===== src/rtl/uart_port_pkg.sv =====
package uart_port_pkg;
  localparam int OS_RATE = 16;
  localparam int OS_W    = $clog2(OS_RATE);
  localparam int FRAME_BITS = 10;

  typedef enum logic [2:0] {
    RX_IDLE,
    RX_START,
    RX_DATA,
    RX_STOP,
    RX_BREAK
  } rx_state_e;

  function automatic int calc_os_div(input int clk_hz, input int baud);
    int d;
    d = (clk_hz + baud * (OS_RATE / 2)) / (baud * OS_RATE);
    return (d < 1) ? 1 : d;
  endfunction
endpackage


===== src/rtl/uart_tick_gen.sv =====
module uart_tick_gen #(
  parameter int DIV = 4
) (
  input  logic clk,
  input  logic rst_n,
  input  logic clr,
  output logic tick
);
  localparam int CW = (DIV > 1) ? $clog2(DIV) : 1;
  localparam logic [CW-1:0] LAST = CW'(DIV - 1);

  logic [CW-1:0] cnt;

  always_ff @(posedge clk) begin
    if (!rst_n || clr) cnt <= '0;
    else if (cnt == LAST) cnt <= '0;
    else cnt <= cnt + 1'b1;
  end

  assign tick = !clr && (cnt == LAST);
endmodule


===== src/rtl/uart_tx_core.sv =====
module uart_tx_core
  import uart_port_pkg::*;
#(
  parameter int OS_DIV = 4
) (
  input  logic       clk,
  input  logic       rst_n,
  input  logic       start,
  input  logic [7:0] data,
  output logic       txd,
  output logic       busy
);
  localparam logic [OS_W-1:0] OS_LAST   = OS_W'(OS_RATE - 1);
  localparam logic [3:0]      IDX_LAST  = 4'(FRAME_BITS - 1);
  localparam logic [3:0]      IDX_LASTD = 4'(FRAME_BITS - 2);

  logic            tick;
  logic [OS_W-1:0] os_cnt;
  logic [3:0]      bit_idx;
  logic [7:0]      shreg;

  uart_tick_gen #(.DIV(OS_DIV)) u_tick (
    .clk  (clk),
    .rst_n(rst_n),
    .clr  (!busy),
    .tick (tick)
  );

  always_ff @(posedge clk) begin
    if (!rst_n) begin
      busy    <= 1'b0;
      txd     <= 1'b1;
      os_cnt  <= '0;
      bit_idx <= '0;
      shreg   <= '0;
    end else if (!busy) begin
      if (start) begin
        busy    <= 1'b1;
        txd     <= 1'b0;
        shreg   <= data;
        os_cnt  <= '0;
        bit_idx <= '0;
      end
    end else if (tick) begin
      if (os_cnt == OS_LAST) begin
        os_cnt <= '0;
        if (bit_idx == IDX_LAST) begin
          busy <= 1'b0;
          txd  <= 1'b1;
        end else begin
          bit_idx <= bit_idx + 1'b1;
          txd     <= (bit_idx == IDX_LASTD) ? 1'b1 : shreg[0];
          shreg   <= {1'b0, shreg[7:1]};
        end
      end else begin
        os_cnt <= os_cnt + 1'b1;
      end
    end
  end
endmodule


===== src/rtl/uart_rx_core.sv =====
module uart_rx_core
  import uart_port_pkg::*;
#(
  parameter int OS_DIV = 4
) (
  input  logic       clk,
  input  logic       rst_n,
  input  logic       rxd,
  output logic       done,
  output logic [7:0] byte_out
);
  localparam logic [OS_W-1:0] OS_LAST  = OS_W'(OS_RATE - 1);
  localparam logic [OS_W-1:0] MID_LAST = OS_W'(OS_RATE / 2 - 1);

  rx_state_e       state;
  logic [1:0]      sync;
  logic            rx_s;
  logic            tick;
  logic [OS_W-1:0] os_cnt;
  logic [2:0]      bit_cnt;
  logic [7:0]      shreg;

  always_ff @(posedge clk) begin
    if (!rst_n) sync <= 2'b11;
    else        sync <= {sync[0], rxd};
  end
  assign rx_s = sync[1];

  uart_tick_gen #(.DIV(OS_DIV)) u_tick (
    .clk  (clk),
    .rst_n(rst_n),
    .clr  (state == RX_IDLE),
    .tick (tick)
  );

  always_ff @(posedge clk) begin
    if (!rst_n) begin
      state    <= RX_IDLE;
      os_cnt   <= '0;
      bit_cnt  <= '0;
      shreg    <= '0;
      done     <= 1'b0;
      byte_out <= '0;
    end else begin
      done <= 1'b0;
      unique case (state)
        RX_IDLE: begin
          os_cnt <= '0;
          if (!rx_s) state <= RX_START;
        end
        RX_START: if (tick) begin
          if (os_cnt == MID_LAST) begin
            os_cnt  <= '0;
            bit_cnt <= '0;
            state   <= rx_s ? RX_IDLE : RX_DATA;
          end else begin
            os_cnt <= os_cnt + 1'b1;
          end
        end
        RX_DATA: if (tick) begin
          if (os_cnt == OS_LAST) begin
            os_cnt <= '0;
            shreg  <= {rx_s, shreg[7:1]};
            if (bit_cnt == 3'd7) state <= RX_STOP;
            bit_cnt <= bit_cnt + 1'b1;
          end else begin
            os_cnt <= os_cnt + 1'b1;
          end
        end
        RX_STOP: if (tick) begin
          if (os_cnt == OS_LAST) begin
            os_cnt <= '0;
            if (rx_s) begin
              done     <= 1'b1;
              byte_out <= shreg;
              state    <= RX_IDLE;
            end else begin
              state <= RX_BREAK;
            end
          end else begin
            os_cnt <= os_cnt + 1'b1;
          end
        end
        RX_BREAK: if (rx_s) state <= RX_IDLE;
        default: state <= RX_IDLE;
      endcase
    end
  end
endmodule


===== src/rtl/uart_port_io.sv =====
module uart_port_io
  import uart_port_pkg::*;
#(
  parameter int CLK_HZ    = 200_000_000,
  parameter int BAUD      = 115_200,
  parameter int ADDR_W    = 8,
  parameter int DATA_W    = 16,
  parameter int PORT_RXD  = 64,
  parameter int PORT_STAT = 65,
  parameter int PORT_TXD  = 66
) (
  input  logic              clk,
  input  logic              rst_n,
  input  logic [ADDR_W-1:0] io_addr,
  input  logic              io_rd,
  input  logic              io_wr,
  input  logic [DATA_W-1:0] io_wdata,
  output logic [DATA_W-1:0] io_rdata,
  input  logic              irq_ack,
  output logic              irq1,
  input  logic              rxd,
  output logic              txd
);
  localparam int OS_DIV = calc_os_div(CLK_HZ, BAUD);
  localparam logic [ADDR_W-1:0] A_RXD  = ADDR_W'(PORT_RXD);
  localparam logic [ADDR_W-1:0] A_STAT = ADDR_W'(PORT_STAT);
  localparam logic [ADDR_W-1:0] A_TXD  = ADDR_W'(PORT_TXD);

  logic       wr_tx, rd_rx, rd_stat;
  logic       tx_busy;
  logic       rx_done;
  logic [7:0] rx_byte;
  logic [7:0] rx_hold;

  assign wr_tx   = io_wr && (io_addr == A_TXD);
  assign rd_rx   = io_rd && (io_addr == A_RXD);
  assign rd_stat = io_rd && (io_addr == A_STAT);

  uart_tx_core #(.OS_DIV(OS_DIV)) u_tx (
    .clk  (clk),
    .rst_n(rst_n),
    .start(wr_tx),
    .data (io_wdata[7:0]),
    .txd  (txd),
    .busy (tx_busy)
  );

  uart_rx_core #(.OS_DIV(OS_DIV)) u_rx (
    .clk     (clk),
    .rst_n   (rst_n),
    .rxd     (rxd),
    .done    (rx_done),
    .byte_out(rx_byte)
  );

  always_ff @(posedge clk) begin
    if (!rst_n) begin
      rx_hold <= '0;
      irq1    <= 1'b0;
    end else begin
      if (rx_done) rx_hold <= rx_byte;
      if (rx_done) irq1 <= 1'b1;
      else if (rd_rx || irq_ack) irq1 <= 1'b0;
    end
  end

  always_comb begin
    io_rdata = '0;
    if (rd_rx)        io_rdata = {{(DATA_W-8){1'b0}}, rx_hold};
    else if (rd_stat) io_rdata = {{(DATA_W-1){1'b0}}, tx_busy};
  end
endmodule


===== config.mk =====
export PLATFORM = sky130hd
export DESIGN_NAME = uart_port_io
export DESIGN_NICKNAME = d
export VERILOG_FILES = /design/src/rtl/uart_port_pkg.sv /design/src/rtl/uart_tick_gen.sv /design/src/rtl/uart_tx_core.sv /design/src/rtl/uart_rx_core.sv /design/src/rtl/uart_port_io.sv
export SDC_FILE = /design/constraint.sdc
export NUM_CORES = 1
export LEC_CHECK = 0
export BUFFER_PORTS_ARGS = -buffer_cell sky130_fd_sc_hd__buf_2
export CORE_ASPECT_RATIO = 0.5
export CORE_MARGIN = 1.5
export CORE_UTILIZATION = 55
export CTS_BUF_LIST = sky130_fd_sc_hd__clkbuf_4 sky130_fd_sc_hd__clkbuf_8
export CTS_CLUSTER_SIZE = 14
export DETAILED_ROUTE_END_ITERATION = 6
export GPL_TIMING_DRIVEN = 0
export PLACE_DENSITY_LB_ADDON = 0.15
export SLEW_MARGIN = 10
export SYNTH_ARGS = -nofsm -noshare
export SYNTH_HDL_FRONTEND = slang
export SYNTH_SLANG_ARGS = --single-unit

===== constraint.sdc =====
create_clock -name clk -period 3.33 [get_ports clk]
set_input_delay 0.4995 -clock clk [delete_from_list [all_inputs] [get_ports clk]]
set_output_delay 0.4995 -clock clk [all_outputs]
set_load 0.005 [all_outputs]

# Word-level counts from Yosys, hierarchy flattened
# Index checks and enable logic that the tools add are counted.
word_totals:
  regBits: 70
  inputBits: 30
  out_inout_bits: 18
  wordCells: 129
classes:
  n_addsub: 6
  n_eq_ne: 28
  mux: 51
  n_reduce_logical: 28
ops:
  columns: ["op", "count"]
  rows:
  - ["4-bit two-way mux", 12]
  - ["8-bit two-way mux", 6]
  - ["3-bit two-way mux", 14]
  - ["8-bit by 7-bit equality test with 1-bit output, second input constant", 3]
  - ["2-bit by 1-bit inequality test with 1-bit output, second input constant", 9]
  - ["4-bit equality test, second input constant", 4]
  - ["1-bit two-way mux", 15]
  - ["3-bit one-hot mux with 5 select lines", 1]
  - ["7-bit by 1-bit adder with 7-bit output, second input constant", 2]
  - ["7-bit equality test, second input constant", 2]
  - ["4-bit by 1-bit adder with 4-bit output, second input constant", 3]
  - ["4-bit one-hot mux with 3 select lines", 1]
  - ["4-bit AND reduction", 3]
  - ["3-bit AND reduction", 3]
  - ["9-bit AND reduction", 1]
  - ["2-bit inequality test, second input constant", 4]
  - ["3-bit by 2-bit equality test with 1-bit output, second input constant", 2]
  - ["3-bit equality test, second input constant", 2]
  - ["3-bit one-hot mux with 2 select lines", 1]
  - ["2-bit nonzero test", 3]
  - ["2-bit OR reduction", 3]
  - ["1-bit logical AND", 5]
  - ["5-bit AND reduction", 1]
  - ["4-bit by 3-bit equality test with 1-bit output, second input constant", 1]
  - ["8 further kinds", 12]

# Longest topological paths before layout
depth:
  ltp_word: 6
  ltp_mapped: 7
  mapped_depth_nobuf: 6

# Hierarchy
# Synthesis repeated with hierarchy kept, for this count alone.
hier_totals:
  hier_cells: 389
  area_unflattened_um2: 3503.4
modules_own_cells:
  columns: ["mod", "n_inst", "cells_each", "area_each_um2", "seq_area_each_um2"]
  rows:
  - ["uart_rx_core", 1, 153, 1370.1, 580.6]
  - ["uart_tx_core", 1, 107, 985.9, 360.3]
  - ["uart_port_io", 1, 56, 513.0, 180.2]
  - ["uart_tick_gen (u_rx.u_tick)", 1, 37, 320.3, 140.1]
  - ["uart_tick_gen (u_tx.u_tick)", 1, 36, 314.1, 140.1]

# Least setup slack after synthesis
# Ideal clock, no wire load.
synth_timing:
  path_type: "in2reg"
  from: "input io_addr[3]"
  to: "register u_tx.shreg[0]"
  setup_ns: 0.118
  arrival_ns: 2.023
  required_time_ns: 3.212
  slack_ns: 1.189
  cell_stages: 5
  n_path_buf: 1
  cell_sequence: "or4_4 > or4_4 > a22o_1 > buf_6 > mux2i_1"
synth_via:
  elab_chain_cells: 4
synth_lines:
  columns: ["item", "line_no", "rtl"]
  rows:
  - ["start: declaration", "uart_port_io.sv:14", "input logic [ADDR_W-1:0] io_addr,"]
  - ["8-bit by 7-bit equality test with 1-bit output", "uart_port_io.sv:35", "assign wr_tx = io_wr && (io_addr == A_TXD);"]
  - ["1-bit logical AND", "uart_port_io.sv:35", null]
  - ["2-bit nonzero test (no line)", null, null]
  - ["4-bit AND reduction (no line)", null, null]
  - ["end signal: assignment", "uart_tx_core.sv:40", "shreg <= data;"]
  - ["end signal: assignment", "uart_tx_core.sv:53", "shreg <= {1'b0, shreg[7:1]};"]
  - ["end: declaration", "uart_tx_core.sv:20", "logic [7:0] shreg;"]
# Every way passes these cells.
# A chain may end at the register's enable or synchronous reset.

# Worst setup path in the final report
layout_timing:
  from: "input io_addr[3]"
  to: "output io_rdata[7]"
layout_via:
  elab_chain_cells: 3
layout_lines:
  columns: ["item", "line_no", "rtl"]
  rows:
  - ["8-bit by 7-bit equality test with 1-bit output", "uart_port_io.sv:36", "assign rd_rx = io_rd && (io_addr == A_RXD);"]
  - ["1-bit logical AND", "uart_port_io.sv:36", null]
  - ["8-bit two-way mux", "uart_port_io.sv:69", "if (rd_rx) io_rdata = {{(DATA_W-8){1'b0}}, rx_hold};"]
  - ["end: declaration", "uart_port_io.sv:18", "output logic [DATA_W-1:0] io_rdata,"]
# Every way passes these cells.

==> flow_results.xml <==
<?xml version="1.0" encoding="UTF-8"?>
<metrics>
  <group name="sta">
    <metric name="fin_setup_tns" unit="ps">0</metric>
    <metric name="post_route_clock_period_utilization" unit="">0.808</metric>
    <metric name="finalMaxSlewViolations" unit="">0</metric>
    <metric name="unrepaired_setup_endpoints_after_global_routing" unit="">false</metric>
    <metric name="finClkSkew" unit="ps">6.25</metric>
    <metric name="max_freq" unit="MHz">372</metric>
    <metric name="number_of_endpoints_failing_setup_at_the_final_stage" unit="">0</metric>
    <metric name="timing_hold_violations_final" unit="">0</metric>
    <metric name="holdWs" unit="ps">330</metric>
    <metric name="slew_headroom" unit="">0.435</metric>
    <metric name="post-route-min-period" unit="ps">2690</metric>
    <metric name="worst_pin_slew" unit="ps">840</metric>
  </group>
  <group name="yosys">
    <metric name="yosys.cell_count.top_type" unit="">sky130_fd_sc_hd__dfxtp_1</metric>
    <metric name="cell_types_with_the_highest_counts_after_synthesis" unit="">sky130_fd_sc_hd__dfxtp_1, sky130_fd_sc_hd__nand2_1, sky130_fd_sc_hd__nor2_1, sky130_fd_sc_hd__mux2i_1, sky130_fd_sc_hd__clkbuf_1</metric>
    <metric name="synth_cell_types" unit="">56</metric>
    <metric name="number_of_enable_type_register_cells_in_the_synthesized_netlist" unit="">0</metric>
    <metric name="post_synth_main_area_contributors" unit="">sky130_fd_sc_hd__dfxtp_1, sky130_fd_sc_hd__mux2i_1, sky130_fd_sc_hd__nand2_1</metric>
    <metric name="postSynth.asyncResetShare" unit="">0</metric>
    <metric name="synth_area_leader_cell" unit="">sky130_fd_sc_hd__dfxtp_1</metric>
    <metric name="synth_largest_type_area_fraction" unit="">0.415</metric>
    <metric name="netlist_area_before_placement" unit="um^2">3380</metric>
    <metric name="synth.ff_latch_count" unit="">70</metric>
    <metric name="ys_seq_area_frac" unit="">0.415</metric>
    <metric name="syn_avg_cell_area" unit="um^2">9.00</metric>
    <metric name="synthFlopType" unit="">sky130_fd_sc_hd__dfxtp_1</metric>
    <metric name="synth.yosys.warnings" unit="">0</metric>
    <metric name="synthesis.instances" unit="">375</metric>
  </group>
  <group name="floorplan">
    <metric name="fp.coreArea" unit="um^2">5710</metric>
    <metric name="die_h" unit="um">58.4</metric>
    <metric name="die-area" unit="um^2">6650</metric>
    <metric name="initial_cell_density_of_the_core" unit="">0.592</metric>
    <metric name="ioPinCount" unit="">48</metric>
    <metric name="fp.dieW" unit="um">114</metric>
    <metric name="row_count" unit="">19</metric>
  </group>
  <group name="cells_and_area">
    <metric name="area_delta_synth_final" unit="%">13.0</metric>
    <metric name="antennaDiodeCount" unit="">0</metric>
    <metric name="stdcell_count" unit="">501</metric>
    <metric name="final_net_count" unit="">464</metric>
    <metric name="finish.utilization" unit="">0.669</metric>
    <metric name="final_layout_size_suffix_gt1_frac" unit="">0.168</metric>
  </group>
  <group name="cts">
    <metric name="cts_post_setup_buffers_inserted" unit="">0</metric>
    <metric name="cts_repair_resize_count" unit="">0</metric>
    <metric name="hold_buffers" unit="">0</metric>
    <metric name="cts_inserted_buffers" unit="">9</metric>
    <metric name="maximum_count_of_clock_buffers_along_a_single_path" unit="">2</metric>
    <metric name="clk_root_buffer_cell" unit="">sky130_fd_sc_hd__clkbuf_8</metric>
    <metric name="cts.sinks" unit="">70</metric>
    <metric name="path_clk_slew" unit="ps">70</metric>
    <metric name="htreeDepth" unit="">3</metric>
    <metric name="worst_skew_pair.late_latency" unit="ps">350</metric>
    <metric name="clock_tree_from_tritoncts" unit="">done</metric>
  </group>
  <group name="placement">
    <metric name="io_buffer_count" unit="">30</metric>
    <metric name="dp.cells" unit="">485</metric>
    <metric name="hpwl" unit="um">4980</metric>
    <metric name="gp_congestion" unit="">0.871</metric>
  </group>
  <group name="drt">
    <metric name="wl" unit="um">6900</metric>
    <metric name="ant_nets" unit="">0</metric>
    <metric name="drtIter0Drc" unit="">183</metric>
    <metric name="drc_errors" unit="">0</metric>
    <metric name="dr_total_vias" unit="">2778</metric>
    <metric name="drt_pass1_iterations" unit="">4</metric>
    <metric name="drt-wirelength-per-cell" unit="um">13.8</metric>
    <metric name="avg_vias_per_cell" unit="">5.54</metric>
  </group>
  <group name="power">
    <metric name="finalPower" unit="mW">1.52</metric>
    <metric name="leakagePower" unit="nW">1.57</metric>
    <metric name="power_per_cell_area" unit="nW/um^2">398</metric>
    <metric name="peakVddDrop" unit="mV">0.420</metric>
  </group>
  <group name="setup_path">
    <metric name="endpoint_kind" unit="">primary output</metric>
    <metric name="worstPathMaxFanout" unit="">8</metric>
    <metric name="cp-start-kind" unit="">primary input</metric>
    <metric name="arrival" unit="ps">2190</metric>
    <metric name="worst_ep_required_time" unit="ps">2830</metric>
    <metric name="criticalPathCategory" unit="">primary input to primary output</metric>
  </group>
  <group name="job">
    <metric name="cap_viol_max_count" unit="">0</metric>
  </group>
  <group name="global_routing">
    <metric name="number_of_global_route_vias_before_repair" unit="">2671</metric>
    <metric name="remaining_global_route_overflow" unit="">0</metric>
    <metric name="grt_start_max_net_pins" unit="">14</metric>
    <metric name="global_route_wire_length_before_repair" unit="um">11700</metric>
    <metric name="grt_use_total" unit="">0.227</metric>
    <metric name="grt_antenna_before_repair" unit="">0</metric>
  </group>
  <group name="min_path">
    <metric name="min-delay-path-class" unit="">primary input to flip-flop</metric>
  </group>
  <group name="outcome">
    <metric name="status" unit="">complete, no violations</metric>
  </group>
</metrics>
==> report_power, final <==
part	total [mW]	internal (mW)	switching, mW	leakage (nW)
Combinational	0.0802	0.0335	0.0466	0.919
Clock	0.595	0.271	0.324	0.0858
Sequential	0.843	0.840	0.00278	0.564
==> cell usage in the layout, fill, tap and decap left out, types with 3 or more instances in the layout <==
cell type | netlist | layout
sky130_fd_sc_hd__dfxtp_1 | 70 | 70
sky130_fd_sc_hd__and3_1 | 5 | 5
sky130_fd_sc_hd__nor2_1 | 38 | 38
sky130_fd_sc_hd__clkbuf_8 | 0 | 9
sky130_fd_sc_hd__o21ai_0 | 6 | 6
sky130_fd_sc_hd__or3b_2 | 4 | 4
sky130_fd_sc_hd__buf_2 | 1 | 31
sky130_fd_sc_hd__ha_1 | 11 | 11
sky130_fd_sc_hd__buf_4 | 8 | 8
sky130_fd_sc_hd__nand4_1 | 8 | 8
sky130_fd_sc_hd__nand2b_1 | 6 | 6
sky130_fd_sc_hd__xnor2_1 | 3 | 3
sky130_fd_sc_hd__nor2b_1 | 3 | 3
sky130_fd_sc_hd__xor2_1 | 7 | 7
sky130_fd_sc_hd__conb_1 | 1 | 8
sky130_fd_sc_hd__nand3_1 | 15 | 15
sky130_fd_sc_hd__o2111ai_1 | 3 | 3
sky130_fd_sc_hd__nand3b_1 | 3 | 3
sky130_fd_sc_hd__a21oi_1 | 8 | 8
sky130_fd_sc_hd__and2_1 | 11 | 11
sky130_fd_sc_hd__o22ai_1 | 3 | 3
sky130_fd_sc_hd__nor3_1 | 5 | 5
sky130_fd_sc_hd__clkinv_2 | 0 | 3
sky130_fd_sc_hd__mux2i_1 | 34 | 34
sky130_fd_sc_hd__inv_1 | 14 | 14
sky130_fd_sc_hd__mux2_2 | 7 | 7
sky130_fd_sc_hd__clkbuf_1 | 17 | 17
sky130_fd_sc_hd__nand2_1 | 43 | 43
==> per-layer routing <==
metal | routed length [um] | global-route usage
met1 | 3260 | 0.285
met5 | 0 | 0
met2 | 3090 | 0.373
met4 | 68 | 0.0786
met3 | 477 | 0.0762
==> cell families after synthesis <==
group / count (synthesis) / synth area share
other: 1 / 0.00111
multiplexers: 41 / 0.124
adder cells (fa/ha/maj): 11 / 0.0408
XOR/XNOR: 10 / 0.0259
flip-flops: 70 / 0.415
AND/OR/NAND/NOR: 157 / 0.242
buffers and inverters: 42 / 0.0582
AO/OA/AOI/OAI: 43 / 0.0927
==> cell type report <==
type                            count  area, um^2
Clock inverter                      7        47.5
Buffer                             28         144
Multi-Input combinational cell    270        1800
Timing Repair Buffer               30         150
Clock buffer                        9         124
Sequential cell                    70        1400
Inverter                           14        52.6
Fill cell                         475        1890
Tap cell                           73        91.3
==> critical path, cell delays in order <==
cell,delay (ps)
sky130_fd_sc_hd__buf_2,90
sky130_fd_sc_hd__or4_4,560
sky130_fd_sc_hd__nor3_1,710
sky130_fd_sc_hd__and2_1,220
sky130_fd_sc_hd__buf_2,110
==> per-stage QoR <==
stage,worst slack (ps),instance area (um^2)
after floorplan,1190,3400
after global placement,681,3640
after detailed placement,646,3640
after CTS,646,3810
after global routing,549,3810
final,638,3810
==> sequential cells by signal (all words and copies together), names as in the netlist, 2 cells and up <==
signal and cells:
u_rx.u_tick.cnt 7, u_tx.os_cnt 4, u_tx.bit_idx 4, u_rx.sync 2, u_rx.byte_out 8, u_tx.u_tick.cnt 7
u_rx.shreg 8, u_rx.state 3, u_rx.os_cnt 4, u_rx.bit_cnt 3, rx_hold 8, u_tx.shreg 8
==> worst paths after layout <==
check        cells after the start                     startpoint  slack (ps)                       endpoint
max                              5                     io_addr[3]         640                    io_rdata[7]
min                              2                            rxd         330        u_rx.sync[0]$_SDFF_PN1_
max reg2reg                      6  u_rx.u_tick.cnt[0]$_SDFF_PP0_        1000  u_rx.byte_out[2]$_SDFFE_PN0P_
min reg2reg                      1        u_rx.sync[0]$_SDFF_PN1_         420        u_rx.sync[1]$_SDFF_PN1_
Power figures use the tool's default switching activity.
